$ cat src/rtl/ccr_pkg.sv
package ccr_pkg;
   localparam int unsigned REG_DW = 32;
   localparam int unsigned CTL_HALF = 16;

   // byte offsets of the registers
   localparam logic [7:0] OFS_STAT = 8'h00;
   localparam logic [7:0] OFS_ENA  = 8'h04;
   localparam logic [7:0] OFS_CTRL = 8'h08;
   localparam logic [7:0] OFS_CONF = 8'h0C;

   // status / enable bit positions
   localparam int unsigned EV_BLK_DMA_DONE = 0;
   localparam int unsigned EV_BLK_DMA_ERR  = 1;
   localparam int unsigned EV_HSH_DMA_DONE = 2;
   localparam int unsigned EV_HSH_DMA_ERR  = 3;
   localparam int unsigned EV_HSH_DONE     = 4;
   localparam int unsigned EV_PK_DONE      = 5;
   localparam logic [5:0] EV_ERR_MASK  = 6'h0A;
   localparam logic [5:0] EV_DONE_MASK = 6'h05;

   typedef enum logic [2:0] {
      SEL_NONE,
      SEL_STAT,
      SEL_ENA,
      SEL_CTRL,
      SEL_CONF
   } reg_sel_e;
endpackage

$ cat src/rtl/ccr_status.sv
module ccr_status #(
   parameter int unsigned N_EVT          = 6,
   parameter bit          IRQ_REGISTERED = 1'b1
) (
   input  logic             clk,
   input  logic             rst_n,
   input  logic [N_EVT-1:0] evt_set,
   input  logic             clr_wr,
   input  logic [N_EVT-1:0] clr_bits,
   input  logic             ena_wr,
   input  logic [N_EVT-1:0] ena_bits,
   output logic [N_EVT-1:0] status,
   output logic [N_EVT-1:0] enable,
   output logic             irq
);
   logic [N_EVT-1:0] st_q, en_q, clr_mask, pend;
   logic             irq_q;

   assign clr_mask = clr_wr ? clr_bits : '0;
   assign pend     = st_q & en_q;

   always_ff @(posedge clk or negedge rst_n) begin
      if (!rst_n) begin
         st_q <= '0;
         en_q <= '0;
      end else begin
         // a set in the same cycle as a clear keeps the bit
         st_q <= (st_q & ~clr_mask) | evt_set;
         if (ena_wr) en_q <= ena_bits;
      end
   end

   generate
      if (IRQ_REGISTERED) begin : g_irq_reg
         always_ff @(posedge clk or negedge rst_n) begin
            if (!rst_n) irq_q <= 1'b0;
            else        irq_q <= |pend;
         end
      end else begin : g_irq_comb
         assign irq_q = |pend;
      end
   endgenerate

   assign status = st_q;
   assign enable = en_q;
   assign irq    = irq_q;

   // every event bit is set one edge later, even under a clear
   a_r4_set_wins: assert property (@(posedge clk) disable iff (!rst_n)
      (evt_set != '0) |=> ((st_q & $past(evt_set)) == $past(evt_set)));

   // a cleared bit with no coincident event reads zero afterwards
   a_r3_clear_takes: assert property (@(posedge clk) disable iff (!rst_n)
      clr_wr |=> ((st_q & $past(clr_bits & ~evt_set)) == '0));

   // with nothing pending the line is low on the next cycle
   a_r6_irq_fall: assert property (@(posedge clk) disable iff (!rst_n)
      (IRQ_REGISTERED && pend == '0) |=> !irq);
endmodule

$ cat src/rtl/ccr_ctrl.sv
module ccr_ctrl #(
   parameter int unsigned N_CTL = 10,
   parameter int unsigned HALF  = 16
) (
   input  logic              clk,
   input  logic              rst_n,
   input  logic              wr,
   input  logic [2*HALF-1:0] wdata,
   output logic [N_CTL-1:0]  pulse
);
   logic [N_CTL-1:0] req, msk, pulse_q;

   // lower half carries the values, upper half the per-bit write enables
   assign req = wdata[N_CTL-1:0];
   assign msk = wdata[HALF +: N_CTL];

   always_ff @(posedge clk or negedge rst_n) begin
      if (!rst_n) pulse_q <= '0;
      else        pulse_q <= wr ? (req & msk) : '0;
   end

   assign pulse = pulse_q;

   // no write, no strobe
   a_r7_no_write_no_pulse: assert property (@(posedge clk) disable iff (!rst_n)
      !wr |=> (pulse == '0));

   // only masked bits may strobe
   a_r7_mask_gates: assert property (@(posedge clk) disable iff (!rst_n)
      wr |=> ((pulse & ~$past(msk)) == '0));

   // strobes never last two cycles
   a_r7_single_cycle: assert property (@(posedge clk) disable iff (!rst_n)
      (pulse != '0) |=> ((pulse & $past(pulse)) == '0));
endmodule

$ cat src/rtl/ccr_conf.sv
module ccr_conf #(
   parameter int unsigned CONF_W = 9
) (
   input  logic              clk,
   input  logic              rst_n,
   input  logic              wr,
   input  logic [CONF_W-1:0] wdata,
   output logic [CONF_W-1:0] conf
);
   logic [CONF_W-1:0] conf_q;

   always_ff @(posedge clk or negedge rst_n) begin
      if (!rst_n)  conf_q <= '0;
      else if (wr) conf_q <= wdata;
   end

   assign conf = conf_q;

   // the value holds while not written
   a_r9_hold: assert property (@(posedge clk) disable iff (!rst_n)
      !wr |=> $stable(conf_q));
endmodule

$ cat src/rtl/cipher_ctl_regs.sv
module cipher_ctl_regs
   import ccr_pkg::*;
#(
   parameter int unsigned AW             = 8,
   parameter int unsigned N_EVT          = 6,
   parameter int unsigned N_CTL          = 10,
   parameter int unsigned CONF_W         = 9,
   parameter bit          IRQ_REGISTERED = 1'b1
) (
   input  logic              clk,
   input  logic              rst_n,
   input  logic [AW-1:0]     reg_addr,
   input  logic              reg_wr,
   input  logic [31:0]       reg_wdata,
   output logic [31:0]       reg_rdata,
   input  logic [N_EVT-1:0]  evt_set,
   output logic              irq,
   output logic [N_CTL-1:0]  eng_pulse,
   output logic [CONF_W-1:0] conf_out
);
   localparam int unsigned EVT_PAD  = REG_DW - N_EVT;
   localparam int unsigned CONF_PAD = REG_DW - CONF_W;

   // elaboration-time parameter checks
   generate
      if (AW < 4 || AW > 16) begin : g_bad_aw
         $error("AW must be between 4 and 16");
      end
      if (N_EVT < 1 || N_EVT >= REG_DW) begin : g_bad_evt
         $error("N_EVT must be in 1..31");
      end
      if (N_CTL < 1 || N_CTL > CTL_HALF) begin : g_bad_ctl
         $error("N_CTL must be in 1..16");
      end
      if (CONF_W < 1 || CONF_W >= REG_DW) begin : g_bad_conf
         $error("CONF_W must be in 1..31");
      end
   endgenerate

   reg_sel_e         sel;
   logic [N_EVT-1:0] status, enable;
   logic             wr_stat, wr_ena, wr_ctrl, wr_conf;

   always_comb begin
      sel = SEL_NONE;
      if      (reg_addr == AW'(OFS_STAT)) sel = SEL_STAT;
      else if (reg_addr == AW'(OFS_ENA))  sel = SEL_ENA;
      else if (reg_addr == AW'(OFS_CTRL)) sel = SEL_CTRL;
      else if (reg_addr == AW'(OFS_CONF)) sel = SEL_CONF;
   end

   assign wr_stat = reg_wr && (sel == SEL_STAT);
   assign wr_ena  = reg_wr && (sel == SEL_ENA);
   assign wr_ctrl = reg_wr && (sel == SEL_CTRL);
   assign wr_conf = reg_wr && (sel == SEL_CONF);

   ccr_status #(.N_EVT(N_EVT), .IRQ_REGISTERED(IRQ_REGISTERED)) u_status (
      .clk      (clk),
      .rst_n    (rst_n),
      .evt_set  (evt_set),
      .clr_wr   (wr_stat),
      .clr_bits (reg_wdata[N_EVT-1:0]),
      .ena_wr   (wr_ena),
      .ena_bits (reg_wdata[N_EVT-1:0]),
      .status   (status),
      .enable   (enable),
      .irq      (irq)
   );

   ccr_ctrl #(.N_CTL(N_CTL), .HALF(CTL_HALF)) u_ctrl (
      .clk   (clk),
      .rst_n (rst_n),
      .wr    (wr_ctrl),
      .wdata (reg_wdata),
      .pulse (eng_pulse)
   );

   ccr_conf #(.CONF_W(CONF_W)) u_conf (
      .clk   (clk),
      .rst_n (rst_n),
      .wr    (wr_conf),
      .wdata (reg_wdata[CONF_W-1:0]),
      .conf  (conf_out)
   );

   // read mux; control strobes always read back as zero
   always_comb begin
      unique case (sel)
         SEL_STAT: reg_rdata = {{EVT_PAD{1'b0}}, status};
         SEL_ENA:  reg_rdata = {{EVT_PAD{1'b0}}, enable};
         SEL_CONF: reg_rdata = {{CONF_PAD{1'b0}}, conf_out};
         default:  reg_rdata = '0;
      endcase
   end

   // unmapped offsets never touch a register
   a_r10_unmapped_no_pulse: assert property (@(posedge clk) disable iff (!rst_n)
      (reg_wr && sel == SEL_NONE) |=> (eng_pulse == '0));

   // control address reads zero
   a_r8_ctrl_reads_zero: assert property (@(posedge clk) disable iff (!rst_n)
      (sel == SEL_CTRL) |-> (reg_rdata == '0));

   // enable changes only on its own write
   a_r5_enable_hold: assert property (@(posedge clk) disable iff (!rst_n)
      !wr_ena |=> $stable(enable));
endmodule

$ cat config.mk
export PLATFORM = sky130hd
export DESIGN_NAME = cipher_ctl_regs
export DESIGN_NICKNAME = d
export VERILOG_FILES = /design/src/rtl/ccr_pkg.sv /design/src/rtl/ccr_status.sv /design/src/rtl/ccr_ctrl.sv /design/src/rtl/ccr_conf.sv /design/src/rtl/cipher_ctl_regs.sv
export SDC_FILE = /design/constraint.sdc
export NUM_CORES = 1
export LEC_CHECK = 0
export BUFFER_PORTS_ARGS = -buffer_cell sky130_fd_sc_hd__buf_2
export CAP_MARGIN = 20
export CORE_ASPECT_RATIO = 0.7
export CORE_MARGIN = 2
export CORE_UTILIZATION = 46
export CTS_CLUSTER_SIZE = 20
export DETAILED_ROUTE_END_ITERATION = 8
export PLACE_DENSITY = 0.85
export RECOVER_POWER = 100
export SYNTH_ARGS = -nofsm -noshare
export SYNTH_HDL_FRONTEND = slang
export SYNTH_SLANG_ARGS = --single-unit
$ cat constraint.sdc
create_clock -name clk -period 1.8 [get_ports clk]
set_input_delay 0.27 -clock clk [delete_from_list [all_inputs] [get_ports clk]]
set_output_delay 0.27 -clock clk [all_outputs]
set_load 0.1 [all_outputs]
; After elaboration in Yosys (flattened, before gate mapping)
; Cells that the tools add are included.
[totals]
regBits = 32
input_bits = 49
output_inout_bits = 52
word_cells = 30
[op_classes]
eq_ne = 7
mux = 7
bitwise = 5
reduce_logical = 6
[ops]
columns = operator, count
row1 = one-hot mux 9 bit (3 select lines), 1
row2 = equality test 8 x 4 -> 1 bit (second input constant), 2
row3 = AND 6 bit, 2
row4 = two-way mux 3 bit, 4
row5 = AND 10 bit, 1
row6 = two-way mux 10 bit, 1
row7 = equality test 8 x 3 -> 1 bit (second input constant), 1
row8 = zero test 8 bit, 1
row9 = equality test 3 x 2 -> 1 bit (second input constant), 2
row10 = two-way mux 6 bit, 1
row11 = inverter 6 bit, 1
row12 = bitwise OR 6 bit, 1
row13 = OR reduction 6 bit, 1
row14 = logical AND 1 bit, 4
row15 = equality test 3 x 1 -> 1 bit (second input constant), 1
row16 = equality test 3 bit (second input constant), 1

; Longest topological paths before layout
[logic_depth]
word_depth = 11
depth_mapped = 4
ltp_nobuf = 3

; Modules after synthesis
; From an unflattened synthesis, not the netlist that was laid out.
[hier_totals]
cells_unflattened = 132
hier_area_um2 = 1662.8
[modules_own_cells]
columns = mod, n_inst, cells_each, area_per_inst_um2, seq_area_each_um2
row1 = ccr_status, 1, 36, 521.8, 325.3
row2 = cipher_ctl_regs, 1, 57, 456.7, 0.0
row3 = ccr_conf, 1, 19, 371.6, 225.2
row4 = ccr_ctrl, 1, 20, 312.8, 250.2

; Worst setup path before layout
; Ideal clock, no wire load.
[synth_path]
path_type = reg-to-output
from = reg u_conf.conf_q[0] (netlist: u_conf.conf[0])
to = out reg_rdata[0]
arrival_ps = 2526
required_ps = 1530
slack_ps = -996
stages_incl_launch_ff = 4
n_path_buf = 0
cell_sequence = dfrtp_1 -> mux2_2 -> a22oi_1 -> nor2_1
[synth_via]
elab_chain_len = 1
[synth_rtl]
columns = item, line
row1 = "start, declared", ccr_conf.sv:10  ; logic [CONF_W-1:0] conf_q;
row2 = "start signal, assigned", ccr_conf.sv:14  ; else if (wr) conf_q <= wdata;
row3 = one-hot mux 9 bit (3 select lines), cipher_ctl_regs.sv:88  ; unique case (sel)
row4 = "end, declared", cipher_ctl_regs.sv:15  ; output logic [31:0] reg_rdata,
; Every way passes these cells.

; Worst setup path after layout
[layout_path]
from = reg u_conf.conf_q[4] (netlist: u_conf.conf[4])
to = out reg_rdata[4]
; Same word-level chain as after synthesis.

==> run summary <==
The run gives 1,176 as the via count of the first global-routing pass. The TritonCTS sink count was 32; the port buffer count was 65. The tools report the element type at the critical path end as an output pin.

met2 is the most crowded layer. The worst setup margin came out at 63.2 ps. Before CTS, the worst setup slack after placement is 53.3 ps. Overall power consumption: 1800 uW. The stage delay of the slowest cell on the critical path was 410 ps. The floorplan step defined a core boundary enclosing 3250 sq um. Max-cap violations in this run came to 0. In this run the count of I/O pins placed on the die edge is 101. Final period utilization: 0.965. The filler-free cell count of the finished design is 252, and the fraction of power consumed by combinational cells is 0.265. The die covers 4020 sq um.

The run gives 253 as the number of nets at the end of the flow. Along the worst path, the maximum fanout reaches 3. The logs give 2 for the H-tree depth and 266 for the number of filler cells placed in the layout. In this run, CTS created clock tree buffers numbering 5. The post-detailed-routing wire length came out at 3.60 mm. The met2 routing resource usage after global routing is 0.304. A synthesized cell averages 12.3 sq um.

Entering global routing, the biggest net connects 33 pins. Buffers added to address setup during post-CTS repair amount to 0. The count of antenna diodes in the layout was 0. The synthesized design contains 32 register bits.

The routed layout has 1,238 vias. The later pin in the worst-skew pair is clocked with a latency of 290 ps. TritonCTS built the clock tree. The run gives 0 as the final count of pins violating max slew.

The flow ran to the end, and the final reports show no timing, DRC or antenna violations. Dividing the detail-routed wire length by the instance count gives 14.3 um. In the routed design, unresolved DRC markers number 0. The tools report the detailed placement HPWL as 2.73 mm.

For the fraction of the yosys area taken by sequential cells, the log shows 0.494. The signal on the critical path passes through mux2_2, a22oi_1, nor2_4, buf_12. The cell sitting at the root of the clock tree is a sky130_fd_sc_hd__clkbuf_8. Critical path data arrival time: 1470 ps. The min-delay analysis places its worst path in the category in2async.

For this run, the number of Yosys warnings is 0. The longest clock path from root to sink contains 2 buffers. For the pin with the worst max-slew slack, the measured transition is 707 ps. In the routed layout, each cell is associated on average with a via count of 4.91. The number of endpoints with negative hold slack in the final report is 0. The global route total overflow is 0. In this run, the number of DRC markers left after iteration 0 of detailed routing was 47. From synthesis to final layout, the design area changed by 34.7%. The critical path is of the reg2out type. The remaining max-slew budget at the tightest pin came out at 0.529.

In this run the static leakage power is 0.00111 uW. The sequential cell fraction of total power was 0.421; the total internal power was 1130 uW. Share of synthesized area spent on multiplexers: 0.146.

The complex-gate fraction of the synthesized area is 0.0694. The type of element launching the critical path is a register. Summed over all failing endpoints, the final setup total negative slack is 0 ps.

The number of instances in the synthesized netlist came out at 132. The global routing usage on met1 was 0.244; the power per unit of standard cell area was 823 nW/um^2. The first-pass GRT wire length is 5.43 mm. For this design the total switching power over the nets is 666 uW. The first detailed-routing pass took 4 iterations. At the end of routability-driven placement, the weighted congestion stood at 0.840.

The tools report the overall fraction of global-route tracks in use as 0.190. The dominant cell type by area after synthesis was sky130_fd_sc_hd__dfrtp_1. At the worst endpoint, the required time is 1530 ps.

Timing would allow up to 576 MHz. The worst-case IR drop observed on VDD is 478 uV. The synthesized-area fraction occupied by and/or/nand/nor cells was 0.167; the quantity of hold-fixing buffers added after cts was 0. The worst hold slack after final layout is 30.1 ps, and the count of endpoints failing setup in the final report is 0. The share of post-route cells with drive strength above 1 came out at 0.634. Yosys attributes the largest share of cell area to sky130_fd_sc_hd__dfrtp_1, sky130_fd_sc_hd__mux2_2, sky130_fd_sc_hd__buf_4. The share of Yosys cell area claimed by the top area cell type works out to 0.494. In this run the horizontal extent of the chip is 75.0 um. The switching portion of total power works out to 0.370. The height of the chip came out at 53.7 um. The met3 usage in global routing is 0.0562, and the initial core utilization is 0.498. The worst path needs 1740 ps of the cycle, external delays included.

The worst clock skew was 3.42 ps; the combined area of all synthesized cells was 1620 sq um. The number of gates resized after CTS was 0. The instance count after placement with tap cells included is 244.

The count of nets left with antenna violations once routing finished came out at 0. On the critical path, the stage with the largest delay is an instance of sky130_fd_sc_hd__dfrtp_2. Adder-cell share of the synthesized area: 0. The count of different cell masters after synthesis came out at 21. Setup repair after global routing left no endpoint under its margin.

After clock tree synthesis, the clock-pin slew on the worst setup and hold paths is 60 ps. Row generation in the floorplan step produced 17 rows. The number of antenna violations at the first check in global routing is 0, and the post-synthesis xor/xnor area fraction is 0. For the power share of the clock group, the log shows 0.314. After synthesis, the largest family of logic cells by area is simple AND/OR/NAND/NOR gates.
[layout by cell type (no fill, tap or decap)]
master,n
sky130_fd_sc_hd__a21o_1,6
sky130_fd_sc_hd__a22oi_1,9
sky130_fd_sc_hd__and2_0,1
sky130_fd_sc_hd__and3_2,10
sky130_fd_sc_hd__and4_2,3
sky130_fd_sc_hd__and4b_1,1
sky130_fd_sc_hd__buf_12,6
sky130_fd_sc_hd__buf_2,36
sky130_fd_sc_hd__buf_4,6
sky130_fd_sc_hd__buf_8,3
sky130_fd_sc_hd__clkbuf_1,2
sky130_fd_sc_hd__clkbuf_2,20
sky130_fd_sc_hd__clkbuf_8,6
sky130_fd_sc_hd__conb_1,23
sky130_fd_sc_hd__dfrtp_1,23
sky130_fd_sc_hd__dfrtp_2,9
sky130_fd_sc_hd__mux2_2,21
sky130_fd_sc_hd__nand2_2,1
sky130_fd_sc_hd__nand3_1,1
sky130_fd_sc_hd__nand4_1,6
sky130_fd_sc_hd__nand4_2,1
sky130_fd_sc_hd__nand4b_1,1
sky130_fd_sc_hd__nor2_1,2
sky130_fd_sc_hd__nor2_4,6
sky130_fd_sc_hd__nor3b_4,1
sky130_fd_sc_hd__nor4_2,1
[layer usage]
metal / vias up / share of wire
li1: 574 / -
met1: 599 / 0.43
met2: 60 / 0.47
met3: 5 / 0.081
met4: 0 / 0.013
met5: - / 0
[layout make-up]
type / count / area, sq um / share of cell area
sequential: 32 / 812 / 0.372
multi-input combinational: 94 / 733 / 0.336
timing repair buffer: 71 / 490 / 0.225
clock buffer: 8 / 90.1 / 0.0412
tap: 47 / 58.8 / 0.0269
[synthesized netlist by cell type]
| cell type | count |
|---|---|
| sky130_fd_sc_hd__dfrtp_1 | 32 |
| sky130_fd_sc_hd__buf_4 | 24 |
| sky130_fd_sc_hd__mux2_2 | 21 |
| sky130_fd_sc_hd__and3_2 | 10 |
| sky130_fd_sc_hd__a22oi_1 | 9 |
| sky130_fd_sc_hd__nor2_1 | 8 |
| sky130_fd_sc_hd__a21o_1 | 6 |
| sky130_fd_sc_hd__nand4_1 | 6 |
| sky130_fd_sc_hd__and4_1 | 3 |
| sky130_fd_sc_hd__clkbuf_1 | 2 |
| sky130_fd_sc_hd__and2_1 | 1 |
| sky130_fd_sc_hd__and4b_1 | 1 |
| sky130_fd_sc_hd__buf_2 | 1 |
| sky130_fd_sc_hd__clkbuf_2 | 1 |
| sky130_fd_sc_hd__conb_1 | 1 |
| sky130_fd_sc_hd__nand2_1 | 1 |
| sky130_fd_sc_hd__nand3_1 | 1 |
| sky130_fd_sc_hd__nand4_4 | 1 |
| sky130_fd_sc_hd__nand4b_4 | 1 |
| sky130_fd_sc_hd__nor3b_4 | 1 |
| sky130_fd_sc_hd__nor4_2 | 1 |
[power by group through the flow]
stage,registers (uW),clock network (uW),logic [uW]
2_1_floorplan,875,0,314
3_3_place_gp,767,0,479
3_5_place_dp,769,0,481
4_1_cts,756,580,482
5_1_grt,759,607,498
6_report,756,565,477
[critical path: cells and delay by family (launching register included)]
| family | cells | cell delay [ps] |
|---|---|---|
| and+or+nand+nor | 1 | 90 |
| muxes | 1 | 260 |
| DFF | 1 | 410 |
| buffers and inverters | 1 | 170 |
| AOI/OAI and AO/OA | 1 | 240 |
[registers in the layout (all words and copies together) (netlist names)]
name	count
u_status.status	6
u_status.irq	1
u_status.enable	6
u_conf.conf	9
u_ctrl.pulse	10
[worst paths after layout]
check / startpoint / end / slack, ps / cells past startpoint
worst max-delay path: u_conf.conf[4] / reg_rdata[4] / 60 / 4
worst min-delay path: rst_n / u_ctrl.pulse[8] / 30 / 1
worst max register to register: u_status.status[5] / u_status.irq / 980 / 2
worst min register to register: u_status.status[0] / u_status.status[0] / 500 / 1
max in group asynchronous: rst_n / u_conf.conf[4] / 1270 / 1
min in group clk: evt_set[4] / u_status.status[4] / 160 / 2
[kinds of logic after synthesis]
family,Yosys count
and+or+nand+nor,35
DFF,32
buffers and inverters,28
muxes,21
AOI/OAI and AO/OA,15
other,1
[metrics by stage]
step                       util  area (sq um)
after floorplan               -          1770
after global placement    0.656          2130
after detailed placement  0.656          2130
after CTS                 0.683          2220
after global routing      0.671          2180
final                     0.671          2180
Power figures use the tool's default switching activity.
